$ cat src/rtl/burst_seq_pkg.sv
package burst_seq_pkg;

    typedef struct packed {
        logic       ok;
        logic [1:0] lg;     // log2 of beat size in bytes
    } width_dec_t;

    typedef struct packed {
        logic       ok;
        logic       wrap;
        logic [2:0] lg;     // log2 of beats per burst
    } burst_dec_t;

    function automatic width_dec_t dec_width(input logic [2:0] code);
        width_dec_t r;
        case (code)
            3'd1:    r = '{ok: 1'b1, lg: 2'd0};
            3'd2:    r = '{ok: 1'b1, lg: 2'd1};
            3'd3:    r = '{ok: 1'b1, lg: 2'd2};
            default: r = '{ok: 1'b0, lg: 2'd0};
        endcase
        return r;
    endfunction

    function automatic burst_dec_t dec_burst(input logic [2:0] code);
        burst_dec_t r;
        case (code)
            3'd0:    r = '{ok: 1'b1, wrap: 1'b0, lg: 3'd0};
            3'd1:    r = '{ok: 1'b1, wrap: 1'b0, lg: 3'd2};
            3'd2:    r = '{ok: 1'b1, wrap: 1'b0, lg: 3'd3};
            3'd3:    r = '{ok: 1'b1, wrap: 1'b0, lg: 3'd4};
            3'd5:    r = '{ok: 1'b1, wrap: 1'b1, lg: 3'd2};
            3'd6:    r = '{ok: 1'b1, wrap: 1'b1, lg: 3'd3};
            3'd7:    r = '{ok: 1'b1, wrap: 1'b1, lg: 3'd4};
            default: r = '{ok: 1'b0, wrap: 1'b0, lg: 3'd0};
        endcase
        return r;
    endfunction

endpackage

$ cat src/rtl/burst_cfg_check.sv
module burst_cfg_check
    import burst_seq_pkg::*;
#(
    parameter int ADDR_W = 32,
    parameter int LEN_W  = 13
) (
    input  logic [2:0]        width_code_i,
    input  logic [2:0]        burst_code_i,
    input  logic [2:0]        peer_width_code_i,
    input  logic [2:0]        peer_burst_code_i,
    input  logic [ADDR_W-1:0] addr_i,
    input  logic [LEN_W-1:0]  len_i,
    output logic              cfg_bad_o,
    output logic              addr_bad_o,
    output logic [1:0]        wlog_o,
    output logic [2:0]        blog_o,
    output logic              wrap_o
);
    width_dec_t w_d, pw_d;
    burst_dec_t b_d, pb_d;
    logic [3:0]        own_sum, peer_sum, align_sh;
    logic [LEN_W-1:0]  len_mask;
    logic [ADDR_W-1:0] addr_mask;

    always_comb begin
        w_d       = dec_width(width_code_i);
        b_d       = dec_burst(burst_code_i);
        pw_d      = dec_width(peer_width_code_i);
        pb_d      = dec_burst(peer_burst_code_i);
        own_sum   = {2'b00, w_d.lg} + {1'b0, b_d.lg};
        peer_sum  = {2'b00, pw_d.lg} + {1'b0, pb_d.lg};
        len_mask  = (LEN_W'(1) << w_d.lg) - LEN_W'(1);
        align_sh  = b_d.wrap ? own_sum : {2'b00, w_d.lg};
        addr_mask = (ADDR_W'(1) << align_sh) - ADDR_W'(1);

        cfg_bad_o  = !w_d.ok || !b_d.ok || !pw_d.ok || !pb_d.ok
                   || (len_i == '0) || ((len_i & len_mask) != '0)
                   || (own_sum != peer_sum);
        addr_bad_o = (addr_i & addr_mask) != '0;
        wlog_o     = w_d.lg;
        blog_o     = b_d.lg;
        wrap_o     = b_d.wrap;
    end
endmodule

$ cat src/rtl/burst_next_addr.sv
module burst_next_addr #(
    parameter int ADDR_W = 32
) (
    input  logic [ADDR_W-1:0] cur_i,
    input  logic [1:0]        wlog_i,
    input  logic [2:0]        blog_i,
    input  logic              wrap_i,
    input  logic              incr_i,
    output logic [ADDR_W-1:0] beat_next_o,
    output logic [ADDR_W-1:0] burst_next_o
);
    logic [ADDR_W-1:0] step, win, win_mask, stepped;
    logic [3:0]        win_lg;

    always_comb begin
        win_lg   = {2'b00, wlog_i} + {1'b0, blog_i};
        step     = ADDR_W'(1) << wlog_i;
        win      = ADDR_W'(1) << win_lg;
        win_mask = win - ADDR_W'(1);
        stepped  = cur_i + step;
        if (!incr_i) begin
            beat_next_o  = cur_i;
            burst_next_o = cur_i;
        end else if (wrap_i) begin
            beat_next_o  = (cur_i & ~win_mask) | (stepped & win_mask);
            burst_next_o = (cur_i & ~win_mask) + win;
        end else begin
            beat_next_o  = stepped;
            burst_next_o = stepped;
        end
    end
endmodule

$ cat src/rtl/burst_addr_seq.sv
module burst_addr_seq
    import burst_seq_pkg::*;
#(
    parameter int ADDR_W = 32,
    parameter int LEN_W  = 13
) (
    input  logic              clk,
    input  logic              rst_n,
    input  logic              start_i,
    input  logic [ADDR_W-1:0] start_addr_i,
    input  logic [2:0]        width_code_i,
    input  logic [2:0]        burst_code_i,
    input  logic              incr_en_i,
    input  logic [LEN_W-1:0]  len_i,
    input  logic [2:0]        peer_width_code_i,
    input  logic [2:0]        peer_burst_code_i,
    input  logic              addr_ready_i,
    output logic              addr_valid_o,
    output logic [ADDR_W-1:0] addr_o,
    output logic              block_done_o,
    output logic              last_o,
    output logic              busy_o,
    output logic              addr_err_o,
    output logic              cfg_err_o
);
    localparam int MAX_BLOG = 4;
    localparam int CNT_W    = MAX_BLOG + 1;

    typedef struct packed {
        logic              busy;
        logic [ADDR_W-1:0] addr;
        logic [LEN_W-1:0]  left;
        logic [CNT_W-1:0]  cnt;
        logic [1:0]        wlog;
        logic [2:0]        blog;
        logic              wrap;
        logic              incr;
        logic              aerr;
        logic              cerr;
    } seq_st_t;

    seq_st_t st_d, st_q;

    logic              chk_cfg_bad, chk_addr_bad, chk_wrap;
    logic [1:0]        chk_wlog;
    logic [2:0]        chk_blog;
    logic [ADDR_W-1:0] nxt_beat, nxt_burst;
    logic [LEN_W-1:0]  step_len, rem_len;
    logic              fire, final_beat, burst_end;

    burst_cfg_check #(.ADDR_W(ADDR_W), .LEN_W(LEN_W)) u_chk (
        .width_code_i      (width_code_i),
        .burst_code_i      (burst_code_i),
        .peer_width_code_i (peer_width_code_i),
        .peer_burst_code_i (peer_burst_code_i),
        .addr_i            (start_addr_i),
        .len_i             (len_i),
        .cfg_bad_o         (chk_cfg_bad),
        .addr_bad_o        (chk_addr_bad),
        .wlog_o            (chk_wlog),
        .blog_o            (chk_blog),
        .wrap_o            (chk_wrap)
    );

    burst_next_addr #(.ADDR_W(ADDR_W)) u_nxt (
        .cur_i        (st_q.addr),
        .wlog_i       (st_q.wlog),
        .blog_i       (st_q.blog),
        .wrap_i       (st_q.wrap),
        .incr_i       (st_q.incr),
        .beat_next_o  (nxt_beat),
        .burst_next_o (nxt_burst)
    );

    // Beats in the next burst: a full burst, or what is left if less.
    function automatic logic [CNT_W-1:0] clip_cnt(input logic [LEN_W-1:0] bytes,
                                                  input logic [1:0] wl,
                                                  input logic [2:0] bl);
        logic [LEN_W-1:0] beats, full;
        beats = bytes >> wl;
        full  = LEN_W'(1) << bl;
        return (beats < full) ? CNT_W'(beats) : CNT_W'(full);
    endfunction

    always_comb begin
        st_d       = st_q;
        step_len   = LEN_W'(1) << st_q.wlog;
        rem_len    = st_q.left - step_len;
        fire       = st_q.busy && addr_ready_i;
        final_beat = st_q.left == step_len;
        burst_end  = st_q.cnt == CNT_W'(1);

        if (!st_q.busy) begin
            if (start_i) begin
                st_d.cerr = chk_cfg_bad;
                st_d.aerr = !chk_cfg_bad && chk_addr_bad;
                if (!chk_cfg_bad && !chk_addr_bad) begin
                    st_d.busy = 1'b1;
                    st_d.addr = start_addr_i;
                    st_d.left = len_i;
                    st_d.wlog = chk_wlog;
                    st_d.blog = chk_blog;
                    st_d.wrap = chk_wrap;
                    st_d.incr = incr_en_i;
                    st_d.cnt  = clip_cnt(len_i, chk_wlog, chk_blog);
                end
            end
        end else if (fire) begin
            if (final_beat) begin
                st_d.busy = 1'b0;
                st_d.left = '0;
                st_d.cnt  = '0;
            end else begin
                st_d.left = rem_len;
                if (burst_end) begin
                    st_d.addr = nxt_burst;
                    st_d.cnt  = clip_cnt(rem_len, st_q.wlog, st_q.blog);
                end else begin
                    st_d.addr = nxt_beat;
                    st_d.cnt  = st_q.cnt - CNT_W'(1);
                end
            end
        end
    end

    always_ff @(posedge clk or negedge rst_n) begin
        if (!rst_n) begin
            st_q <= '0;
        end else begin
            st_q <= st_d;
        end
    end

    assign addr_valid_o = st_q.busy;
    assign addr_o       = st_q.addr;
    assign block_done_o = st_q.busy && burst_end;
    assign last_o       = st_q.busy && final_beat;
    assign busy_o       = st_q.busy;
    assign addr_err_o   = st_q.aerr;
    assign cfg_err_o    = st_q.cerr;

    // a stalled beat keeps its address and strobes
    a_r7_stall_hold: assert property (@(posedge clk) disable iff (!rst_n)
        (addr_valid_o && !addr_ready_i) |=>
            (addr_valid_o && $stable(addr_o) && $stable(block_done_o) && $stable(last_o)));

    // the transfer-ending beat also ends its burst
    a_r6_last_ends_burst: assert property (@(posedge clk) disable iff (!rst_n)
        last_o |-> block_done_o);

    // accepting the final beat drops busy in the next cycle
    a_r6_idle_after_last: assert property (@(posedge clk) disable iff (!rst_n)
        (addr_valid_o && addr_ready_i && last_o) |=> !busy_o);

    // fixed-address mode never moves the address
    a_r4_fixed_addr: assert property (@(posedge clk) disable iff (!rst_n)
        (addr_valid_o && addr_ready_i && !last_o && !st_q.incr) |=> $stable(addr_o));

    // configuration error has priority over alignment error
    a_r9_single_error: assert property (@(posedge clk) disable iff (!rst_n)
        !(addr_err_o && cfg_err_o));

    // every presented beat is aligned to the beat size
    a_r8_beat_aligned: assert property (@(posedge clk) disable iff (!rst_n)
        addr_valid_o |-> ((addr_o & ((ADDR_W'(1) << st_q.wlog) - ADDR_W'(1))) == '0));

    // a raised error flag never comes with a running transfer
    a_r8_err_no_start: assert property (@(posedge clk) disable iff (!rst_n)
        ($rose(addr_err_o) || $rose(cfg_err_o)) |-> !busy_o);
endmodule

$ cat config.mk
export PLATFORM = sky130hd
export DESIGN_NAME = burst_addr_seq
export DESIGN_NICKNAME = d
export VERILOG_FILES = /design/src/rtl/burst_seq_pkg.sv /design/src/rtl/burst_cfg_check.sv /design/src/rtl/burst_next_addr.sv /design/src/rtl/burst_addr_seq.sv
export SDC_FILE = /design/constraint.sdc
export NUM_CORES = 1
export LEC_CHECK = 0
export ABC_AREA = 1
export BUFFER_PORTS_ARGS = -buffer_cell sky130_fd_sc_hd__buf_2
export CAP_MARGIN = 20
export CORE_MARGIN = 3
export CORE_UTILIZATION = 55
export DETAILED_ROUTE_END_ITERATION = 8
export PLACE_DENSITY = 0.8
export SLEW_MARGIN = 40
export SYNTH_ARGS = -nofsm -noshare
export SYNTH_HDL_FRONTEND = slang
export SYNTH_HIERARCHICAL = 1
export SYNTH_SLANG_ARGS = --single-unit
export TNS_END_PERCENT = 10
$ cat constraint.sdc
create_clock -name clk -period 6.2 [get_ports clk]
set_input_delay 0 -clock clk [delete_from_list [all_inputs] [get_ports clk]]
set_output_delay 0 -clock clk [all_outputs]
set_load 0.02 [all_outputs]
# Yosys cells after proc, flatten, opt, wreduce, memory -nomap -nowiden
# Index checks and enable logic that the tools add are counted.
dict set report word_totals {
  regBits 60
  in_bits 62
}
dict set report op_classes {
  addsub 10
  n_lt_le_gt_ge 2
  eq_ne 24
  shifts 9
  n_mux 20
  bitwise_logic 7
  n_reduce_logical 28
}
# cell n
set ops {}
lappend ops {{$mux W32} 6}
lappend ops {{$mux W51} 2}
lappend ops {{$and A32 B32 Y32} 3}
lappend ops {{$pmux W5 S7} 2}
lappend ops {{$add A32 B32 Y32} 2}
lappend ops {{$shl A1 B4 Y32 const A} 2}
lappend ops {{$mux W60} 1}
lappend ops {{$mux W58} 1}
lappend ops {{$not A32 Y32} 1}
lappend ops {{$or A32 B32 Y32} 1}
lappend ops {{$reduce_bool A32 Y1} 1}
lappend ops {{$shl A1 B2 Y32 const A} 1}
lappend ops {{$sub A32 B1 Y32 const B} 1}
lappend ops {{$sub A32 B2 Y32 const B} 1}
lappend ops {{$lt A13 B13 Y1} 2}
lappend ops {{$shl A1 B2 Y13 const A} 2}
lappend ops {{$shl A1 B3 Y13 const A} 2}
lappend ops {{$shr A13 B2 Y13} 2}
lappend ops {{$eq A3 B2 Y1 const B} 8}
lappend ops {{$eq A3 B3 Y1 const B} 6}
lappend ops {{$mux W18} 1}
lappend ops {{$pmux W3 S3} 2}
lappend ops {{$mux W5} 3}
lappend ops {{$and A13 B13 Y13} 1}
lappend ops {{other kinds (23)} 46}

# Depth between registers and ports, before layout
# Gate-level depths: netlist (run 1).
dict set report depth {
  word_depth 14
  mapped_depth 37
  mapped_depth_nobuf 35
}

# Modules after synthesis
# The synthesis (run 1) kept the hierarchy.
# mod instances cells_each area_each_um2 seq_area_each_um2
set modules_own_cells {}
lappend modules_own_cells {burst_addr_seq 1 721 4800.9 1501.4}
lappend modules_own_cells {burst_next_addr 1 815 4065.1 0.0}
lappend modules_own_cells {burst_cfg_check 1 186 950.9 0.0}

# Worst setup path after synthesis (run 1)
# Ideal clock, no wire load.
dict set report synth_path {
  path_kind {register to register}
  from {register st_q[7] in the netlist's numbering}
  to {register st_q (netlist bit addr_o[24])}
  t_arrival_ns 4.455
  path_slack_ns 1.629
  stages_incl_launch_ff 33
  synth_period_minus_slack_ns 4.571
  cell_sequence {dfrtp_1 > ha_1 > inv_1 > fa_1 > inv_1 > nor2_1 > nand2_1 > nor2_2 > inv_2 > ha_1 > nand2_1 > nor2_4 > nand2_4 > buf_6 > buf_2 > nand2_1 > xor2_1 > nor2_1 > ha_1 > nand2_1 > nor2_1 > a21oi_1 > or3_1 > nand3b_1 > nand2_1 > nand2_1 > nand2_1 > nand2_1 > nand2_1 > o21ai_0 > o21ai_0 > nand2_1 > nand2_1}
}
dict set report synth_between {
  elab_chain_cells 12
  word_cells_on_any_way 22
  classes_between {add/sub (4); eq/ne (2); shift (3); mux (8); bitwise (4); reduce/logical (1)}
}
# element line_no
set synth_rtl {}
lappend synth_rtl {{from (decl)} burst_addr_seq.sv:42} ;# seq_st_t st_d, st_q;
lappend synth_rtl {{from (signal assigned)} burst_addr_seq.sv:130} ;# st_q <= st_d;
lappend synth_rtl {{$add A2 B3 Y4} burst_next_addr.sv:16} ;# win_lg = {2'b00, wlog_i} + {1'b0, blog_i};
lappend synth_rtl {{$shl A1 B4 Y32} burst_next_addr.sv:18} ;# win = ADDR_W'(1) << win_lg;
lappend synth_rtl {{$sub A32 B1 Y32} burst_next_addr.sv:19} ;# win_mask = win - ADDR_W'(1);
lappend synth_rtl {{$not A32 Y32} burst_next_addr.sv:26} ;# burst_next_o = (cur_i & ~win_mask) + win;
lappend synth_rtl {{$and A32 B32 Y32} burst_next_addr.sv:26}
lappend synth_rtl {{$add A32 B32 Y32} burst_next_addr.sv:26}
lappend synth_rtl {{$mux W32 *} burst_next_addr.sv:24} ;# end else if (wrap_i) begin
lappend synth_rtl {{$mux W32 *} burst_next_addr.sv:21} ;# if (!incr_i) begin
lappend synth_rtl {{named net nxt_burst[24]} burst_addr_seq.sv:47} ;# logic [ADDR_W-1:0] nxt_beat, nxt_burst;
lappend synth_rtl {{$mux W32 *} burst_addr_seq.sv:115} ;# if (burst_end) begin
lappend synth_rtl {{$mux W32 *} burst_addr_seq.sv:109} ;# if (final_beat) begin
lappend synth_rtl {{$mux W51 *} burst_addr_seq.sv:108} ;# end else if (fire) begin
lappend synth_rtl {{$mux W51 *} burst_addr_seq.sv:93} ;# if (!st_q.busy) begin
# The timed path passes the listed nets; every way through them passes the cells marked *. The select of a mux whose other input is x is not followed.
# A chain may end at the register's enable or synchronous reset.

# Worst setup path in the final report (run 1)
dict set report layout_path {
  from {register st_q[8] in the netlist's numbering}
  to {register st_q (netlist bit addr_o[19])}
}
# Same word-level chain as after synthesis.

==> metrics.cfg, run 1 <==
[outcome]
status=finished, final reports clean

[logic_synthesis]
yosys_warnings=6
ys_ff_latch=60
synthXorXnorAreaFrac=0.0384
yosysTopAreaCellShare=0.201
avgSynthCellArea_sq_um=5.70
synth_most_common_cell=nand2_1
yosys.area.top_type=nand2_1
synthArstFlopShare=1.00
synth_ff_type=dfrtp_1
synth_cell_types=61
yosys.area_share.simple=0.427
synth-edff-count=0
syn_nets=1835
ys_top_cells_by_area=nand2_1 20%, dfrtp_1 15%, o21ai_0 8.9%
synthMuxAreaShare=0.0119
ys_seq_area_frac=0.153
synth_common_cells=525 x nand2_1, 184 x inv_1, 178 x nor2_1
synth_top_family_by_area=simple AND/OR/NAND/NOR gates
synth_fa_ha_area_frac=0.0688
synth.cell_area_sq_mm=0.00982
synth_compound_area_frac=0.170
synth_cells=1722

[clock_network]
cts_buffers=9
cts_max_path_buffers=2
cts_tree=done
insertion_delay_ns=0.34
cts-root-buf=clkbuf_16
htree_levels=3
ctsResizeCount=0
cts_hold_buf=16
clock-sinks=60
postCtsSetupBuffers=0
path_clk_slew_ns=0.06

[drt]
drt-pass1-iter-count=6
via_per_inst=5.86
finalWirelength_mm=33.6
drc_errors=0
drt_iter0_drc=1636
vias=11700
wl_per_cell_microns=16.8
drt.antenna.violating_nets=0

[worst_setup_path]
path_common_cell=nand2_1
cpPeakStageDelay_ns=0.78
crit_path_end_kind=register
critical_path_class=register to register
crit_fanout=22
reg2reg_to=addr_o[19]$_DFFE_PN0P_
regToRegSetupSlack_ns=0.71
timing.rr.start=st_q[8]$_DFFE_PN0P_
cp.required_ns=6.47
cp.arrival_ns=5.77
reg2reg_depth=31
critPathLaunchType=register
slowest_stage=fa_1

[sta]
max_slew_margin=0.470
setup_viol=0
rsz0062_at_grt=no
min_period_ns=5.49
fin_setup_tns_ns=0
drv_slew=0
min_period_over_period=0.886
fmax_mhz=182
hold_viol=0
finClkSkew_ns=0.0101
tightest_slew_ns=0.793

[layout]
antennaDiodeCount=0
final_core_util=0.614
syn2layout_area_growth_pct=8.58
drive_above_1_share=0.125
postLayoutCellArea_sq_mm=0.0107
n_fill_cell=1725
fin_nets=1881

[floorplan]
core_area_sq_mm=0.0174
die_w_microns=140
ios=100
start_util=0.566
die-area_sq_mm=0.0195
die_height_microns=140
num_rows=48

[placement]
gp_congestion=1.01
dp_hpwl_mm=25.2
portBuffers=99
placed_cell_area_sq_mm=0.0102

[grt]
track_usage=0.338
grt_pass1_wl_mm=54.3
grt_overflow=0
grt_pass1_vias=10700
antenna_found_initial=0
grt_max_degree=63

[hold_path]
hold_path_startpoint=start_addr_i[28]
min_path_type=primary input to register
min_path_cells=5
hold_path_end=addr_o[28]$_DFFE_PN0P_

[pwr]
ir_drop_uv=179
p_per_area_mw_per_mm2=184
p_leak_nw=5.23

[job]
maxCapViolCount=0

## metrics by stage
step           power, mW  setup slack [ns]  std cells  hold WS, ns
2_1_floorplan       1.16              1.63       1722       -0.296
3_3_place_gp        1.38             0.885       1966        0.227
3_5_place_dp        1.39             0.907       1966        0.240
4_1_cts             1.94             0.859       1998    0.0000359
5_1_grt             2.09             0.194       1998       0.0321
6_report            1.96             0.706       1998      0.00504
## placed cells by master (no fill, tap or decap), drive strengths merged, types with 26 or more instances in the layout
cell type / Yosys / final
o21ai: 187 / 187
inv: 205 / 208
nor3: 26 / 26
ha: 46 / 46
nand2: 546 / 546
xor2: 34 / 34
a21oi: 52 / 52
dfrtp: 60 / 60
buf: 56 / 110
nand3: 145 / 145
nor2: 199 / 199
## metal layers
metal	track usage	up-vias	share of wire
met5	0	-	0
met4	0.106	0	0.027
met3	0.0570	83	0.11
met2	0.539	676	0.44
met1	0.470	5280	0.41
li1	-	5677	-
## worst max-delay path: cells and delay by family (launching register included)
| family | cells | cell delay [ns] |
|---|---|---|
| buf+inv | 4 | 0.41 |
| flops | 1 | 0.62 |
| simple gates | 20 | 2.35 |
| xor+xnor | 1 | 0.23 |
| compound gates | 3 | 0.40 |
| fa+ha+maj | 3 | 1.44 |
## layout make-up
cell class,count,area (sq um),share of cell area
Sequential cell,60,1500,0.141
Clock inverter,7,82.6,0.00775
Multi-Input combinational cell,1365,7050,0.662
Clock buffer,9,225,0.0211
Inverter,206,773,0.0725
Tap cell,225,282,0.0264
Timing Repair Buffer,126,742,0.0696
## power by group
part           internal [mW]  switching, mW
Combinational          0.307          0.635
Clock                  0.318          0.218
Sequential             0.433         0.0471
## cells by family (layout without fill, tap and decap cells)
family | count (synthesis) | in the layout
AOI/OAI and AO/OA | 297 | 297
xor gates and xnor gates | 43 | 43
adders and majority gates | 51 | 51
buffers and inverters | 297 | 348
DFF | 60 | 60
muxes | 11 | 11
other | 2 | 2
and+or+nand+nor | 961 | 961
## flip-flops by register name, summed over array words and instances, names as in the netlist
register / flops
addr_o: 32
st_q: 25
addr_err_o: 1
addr_valid_o: 1
cfg_err_o: 1
## worst max-delay path by stage
stage / from / end
after floorplan: st_q[7]$_DFFE_PN0P_ / addr_o[24]$_DFFE_PN0P_
after global placement: st_q[8]$_DFFE_PN0P_ / addr_o[25]$_DFFE_PN0P_
after detailed placement: st_q[8]$_DFFE_PN0P_ / addr_o[24]$_DFFE_PN0P_
after CTS: st_q[8]$_DFFE_PN0P_ / addr_o[19]$_DFFE_PN0P_
after global routing: st_q[8]$_DFFE_PN0P_ / addr_o[19]$_DFFE_PN0P_
final: st_q[8]$_DFFE_PN0P_ / addr_o[19]$_DFFE_PN0P_
(Power assumes the default switching activity.)
==> run 2, diff against run 1 <==
--- a/config.mk
+++ b/config.mk
@@ -6,12 +6,12 @@
 export NUM_CORES = 1
 export LEC_CHECK = 0
 export ABC_AREA = 1
-export BUFFER_PORTS_ARGS = -buffer_cell sky130_fd_sc_hd__buf_2
 export CAP_MARGIN = 20
 export CORE_MARGIN = 3
 export CORE_UTILIZATION = 55
 export DETAILED_ROUTE_END_ITERATION = 8
-export PLACE_DENSITY = 0.8
+export DONT_BUFFER_PORTS = 1
+export PLACE_DENSITY = 0.75
 export SLEW_MARGIN = 40
 export SYNTH_ARGS = -nofsm -noshare
 export SYNTH_HDL_FRONTEND = slang
==> run 2 against run 1 <==
Wire length is 3.3% higher; sequential share of layout area is 0.28 points higher; final cell count decreased by 3.4%; count of clock-buffer cells in the layout did not move; non-clock buffer count shrank 69; first-iteration DRC count shrank 28%; hold slack improved by 0.020 ns; global-route usage rose by 0.76 points; clock skew is 0.0012 ns lower; critical endpoint is now addr_o[21]$_DFFE_PN0P_; largest cell class unchanged; largest power group unchanged.
==> metrics.cfg, run 2 (synthesis results as in run 1) <==
[grt]
grt_pass1_wl_mm=54.8  ; +0.98%
antenna_found_initial=0  ; unchanged
grt_pass1_vias=10700  ; -0.066%
grt_overflow=0  ; unchanged
track_usage=0.346  ; +0.00763
grt_max_degree=63  ; unchanged

[pwr]
total_power_mw=1.92  ; -2.1%
p_leak_nw=4.89  ; -6.5%
p_per_area_mw_per_mm2=183  ; -0.25%
ir_drop_uv=189  ; +5.5%

[hold_path]
hold_path_startpoint=start_addr_i[5]
hold_path_end=addr_o[5]$_DFFE_PN0P_
min_path_cells=4  ; -1
min_path_type=primary input to register

[drt]
drt-pass1-iter-count=6  ; unchanged
wl_per_cell_microns=18.0  ; +6.9%
vias=11500  ; -2.0%
drc_errors=0  ; unchanged
finalWirelength_mm=34.6  ; +3.3%
via_per_inst=5.95  ; +1.5%
drt.antenna.violating_nets=0  ; unchanged
drt_iter0_drc=1172  ; -28%

[sta]
rsz0062_at_grt=no
tightest_slew_ns=0.838  ; +0.0445 ns
min_period_ns=5.50  ; +0.00827 ns
fin_setup_tns_ns=0  ; unchanged
drv_slew=0  ; unchanged
max_slew_margin=0.441  ; -0.0297
finClkSkew_ns=0.00900  ; -0.00115 ns
min_period_over_period=0.888  ; +0.00133
fmax_mhz=182  ; -0.15%
setup_viol=0  ; unchanged
hold_viol=0  ; unchanged

[clock_network]
cts_max_path_buffers=2  ; unchanged
cts_hold_buf=47  ; +31
clock-sinks=60  ; unchanged
cts-root-buf=clkbuf_16
path_clk_slew_ns=0.06  ; about the same
postCtsSetupBuffers=0  ; unchanged
cts_tree=done
htree_levels=3  ; unchanged
insertion_delay_ns=0.35  ; about the same
cts_buffers=9  ; unchanged
ctsResizeCount=0  ; unchanged

[floorplan]
ios=100  ; unchanged
core_area_sq_mm=0.0174  ; unchanged
die_w_microns=140  ; unchanged
die_height_microns=140  ; unchanged
start_util=0.566  ; unchanged
num_rows=48  ; unchanged
die-area_sq_mm=0.0195  ; unchanged

[layout]
mostFrequentLayoutCells=525 x nand2_1, 182 x inv_1, 176 x nor2_1, 174 x o21ai_0, 136 x nand3_1
fin_nets=1812  ; -3.7%
postLayoutCellArea_sq_mm=0.0105  ; -1.9%
syn2layout_area_growth_pct=6.56
largest_register_ffs=32  ; unchanged
final_core_util=0.603  ; -0.0114
final_common_cell=nand2_1
drive_above_1_share=0.0734  ; -0.0519

[worst_setup_path]
path_common_cell=nand2_1
timing.rr.start=st_q[7]$_DFFE_PN0P_
path_delay_family=simple AND/OR/NAND/NOR gates
reg2reg_depth=28  ; -9.7%
critPathLaunchType=register
crit_path_end_kind=register
cpPeakStageDelay_ns=0.68  ; -0.10 ns
worstPathBufferInverterCount=3  ; -1
cp.arrival_ns=5.79  ; +0.02 ns
crit_fanout=22  ; unchanged
slowest_stage=dfrtp_1
cp.required_ns=6.49  ; +0.02 ns
regToRegSetupSlack_ns=0.70  ; about the same
reg2reg_to=addr_o[21]$_DFFE_PN0P_
critical_path_class=register to register

[job]
maxCapViolCount=0  ; unchanged

[placement]
portBuffers=0  ; -100%
placed_cell_area_sq_mm=0.00969  ; -4.9%
gp_congestion=1.01  ; +0.23%
dp_hpwl_mm=25.3  ; +0.38%

[outcome]
status=finished, final reports clean

==> run 2: cell types whose count changed in the layout (fill, tap and decap cells not counted), moves of 2 or more <==
cell	previous run	this run
dlygate4sd3_1	16	46
clkinv_4	3	1
buf_2	99	0
clkinvlp_4	0	3
==> run 2: power breakdown <==
group / internal [mW] / switching, mW
logic: 0.308 / 0.618
registers: 0.433 / 0.0491
clock network: 0.277 / 0.232
total: 1.02 / 0.899
==> run 2: worst register-to-register path, delay by kind of cell (launching register included) <==
family | cells | cell delay, ns
AOI/OAI and AO/OA | 6 | 1.14
xor gates and xnor gates | 1 | 0.20
adders and majority gates | 4 | 1.57
buffers and inverters | 3 | 0.22
DFF | 1 | 0.68
and+or+nand+nor | 14 | 1.62
==> run 2: cell type report <==
type	count	area, sq um
fill	1756	6900
clock buffer	9	225
multi-input combinational	1365	7050
timing repair buffer	57	563
inverter	206	773
tap	225	282
antenna	1	2.50
sequential	60	1500
clock inverter	7	60.1
==> run 2: through the flow <==
stage | hold slack, ns | setup slack, ns | std cells
4_1_cts | 0.0155 | 0.865 | 1929
6_report | 0.0246 | 0.697 | 1930
5_1_grt | 0.0419 | 0.211 | 1929
3_5_place_dp | -0.295 | 0.891 | 1866
3_3_place_gp | -0.294 | 1.07 | 1866
2_1_floorplan | -0.296 | 1.63 | 1722
==> run 2: how the worst max path moves through the flow <==
stage,slack (ns),cells past startpoint,endpoint,startpoint
detailed placement,0.89,31,addr_o[25]$_DFFE_PN0P_,st_q[7]$_DFFE_PN0P_
global route,0.21,31,addr_o[25]$_DFFE_PN0P_,st_q[7]$_DFFE_PN0P_
finish,0.70,28,addr_o[21]$_DFFE_PN0P_,st_q[7]$_DFFE_PN0P_
floorplan,1.63,32,addr_o[24]$_DFFE_PN0P_,st_q[7]$_DFFE_PN0P_
CTS,0.87,31,addr_o[25]$_DFFE_PN0P_,st_q[7]$_DFFE_PN0P_
global placement,1.07,26,addr_o[15]$_DFFE_PN0P_,burst_code_i[1]
==> run 2: metal layers <==
metal,vias to the layer above,share of wire,global-route usage
li1,5526,-,-
met1,5208,0.41,0.451
met2,646,0.45,0.560
met3,104,0.097,0.0670
met4,0,0.043,0.147
met5,-,0,0
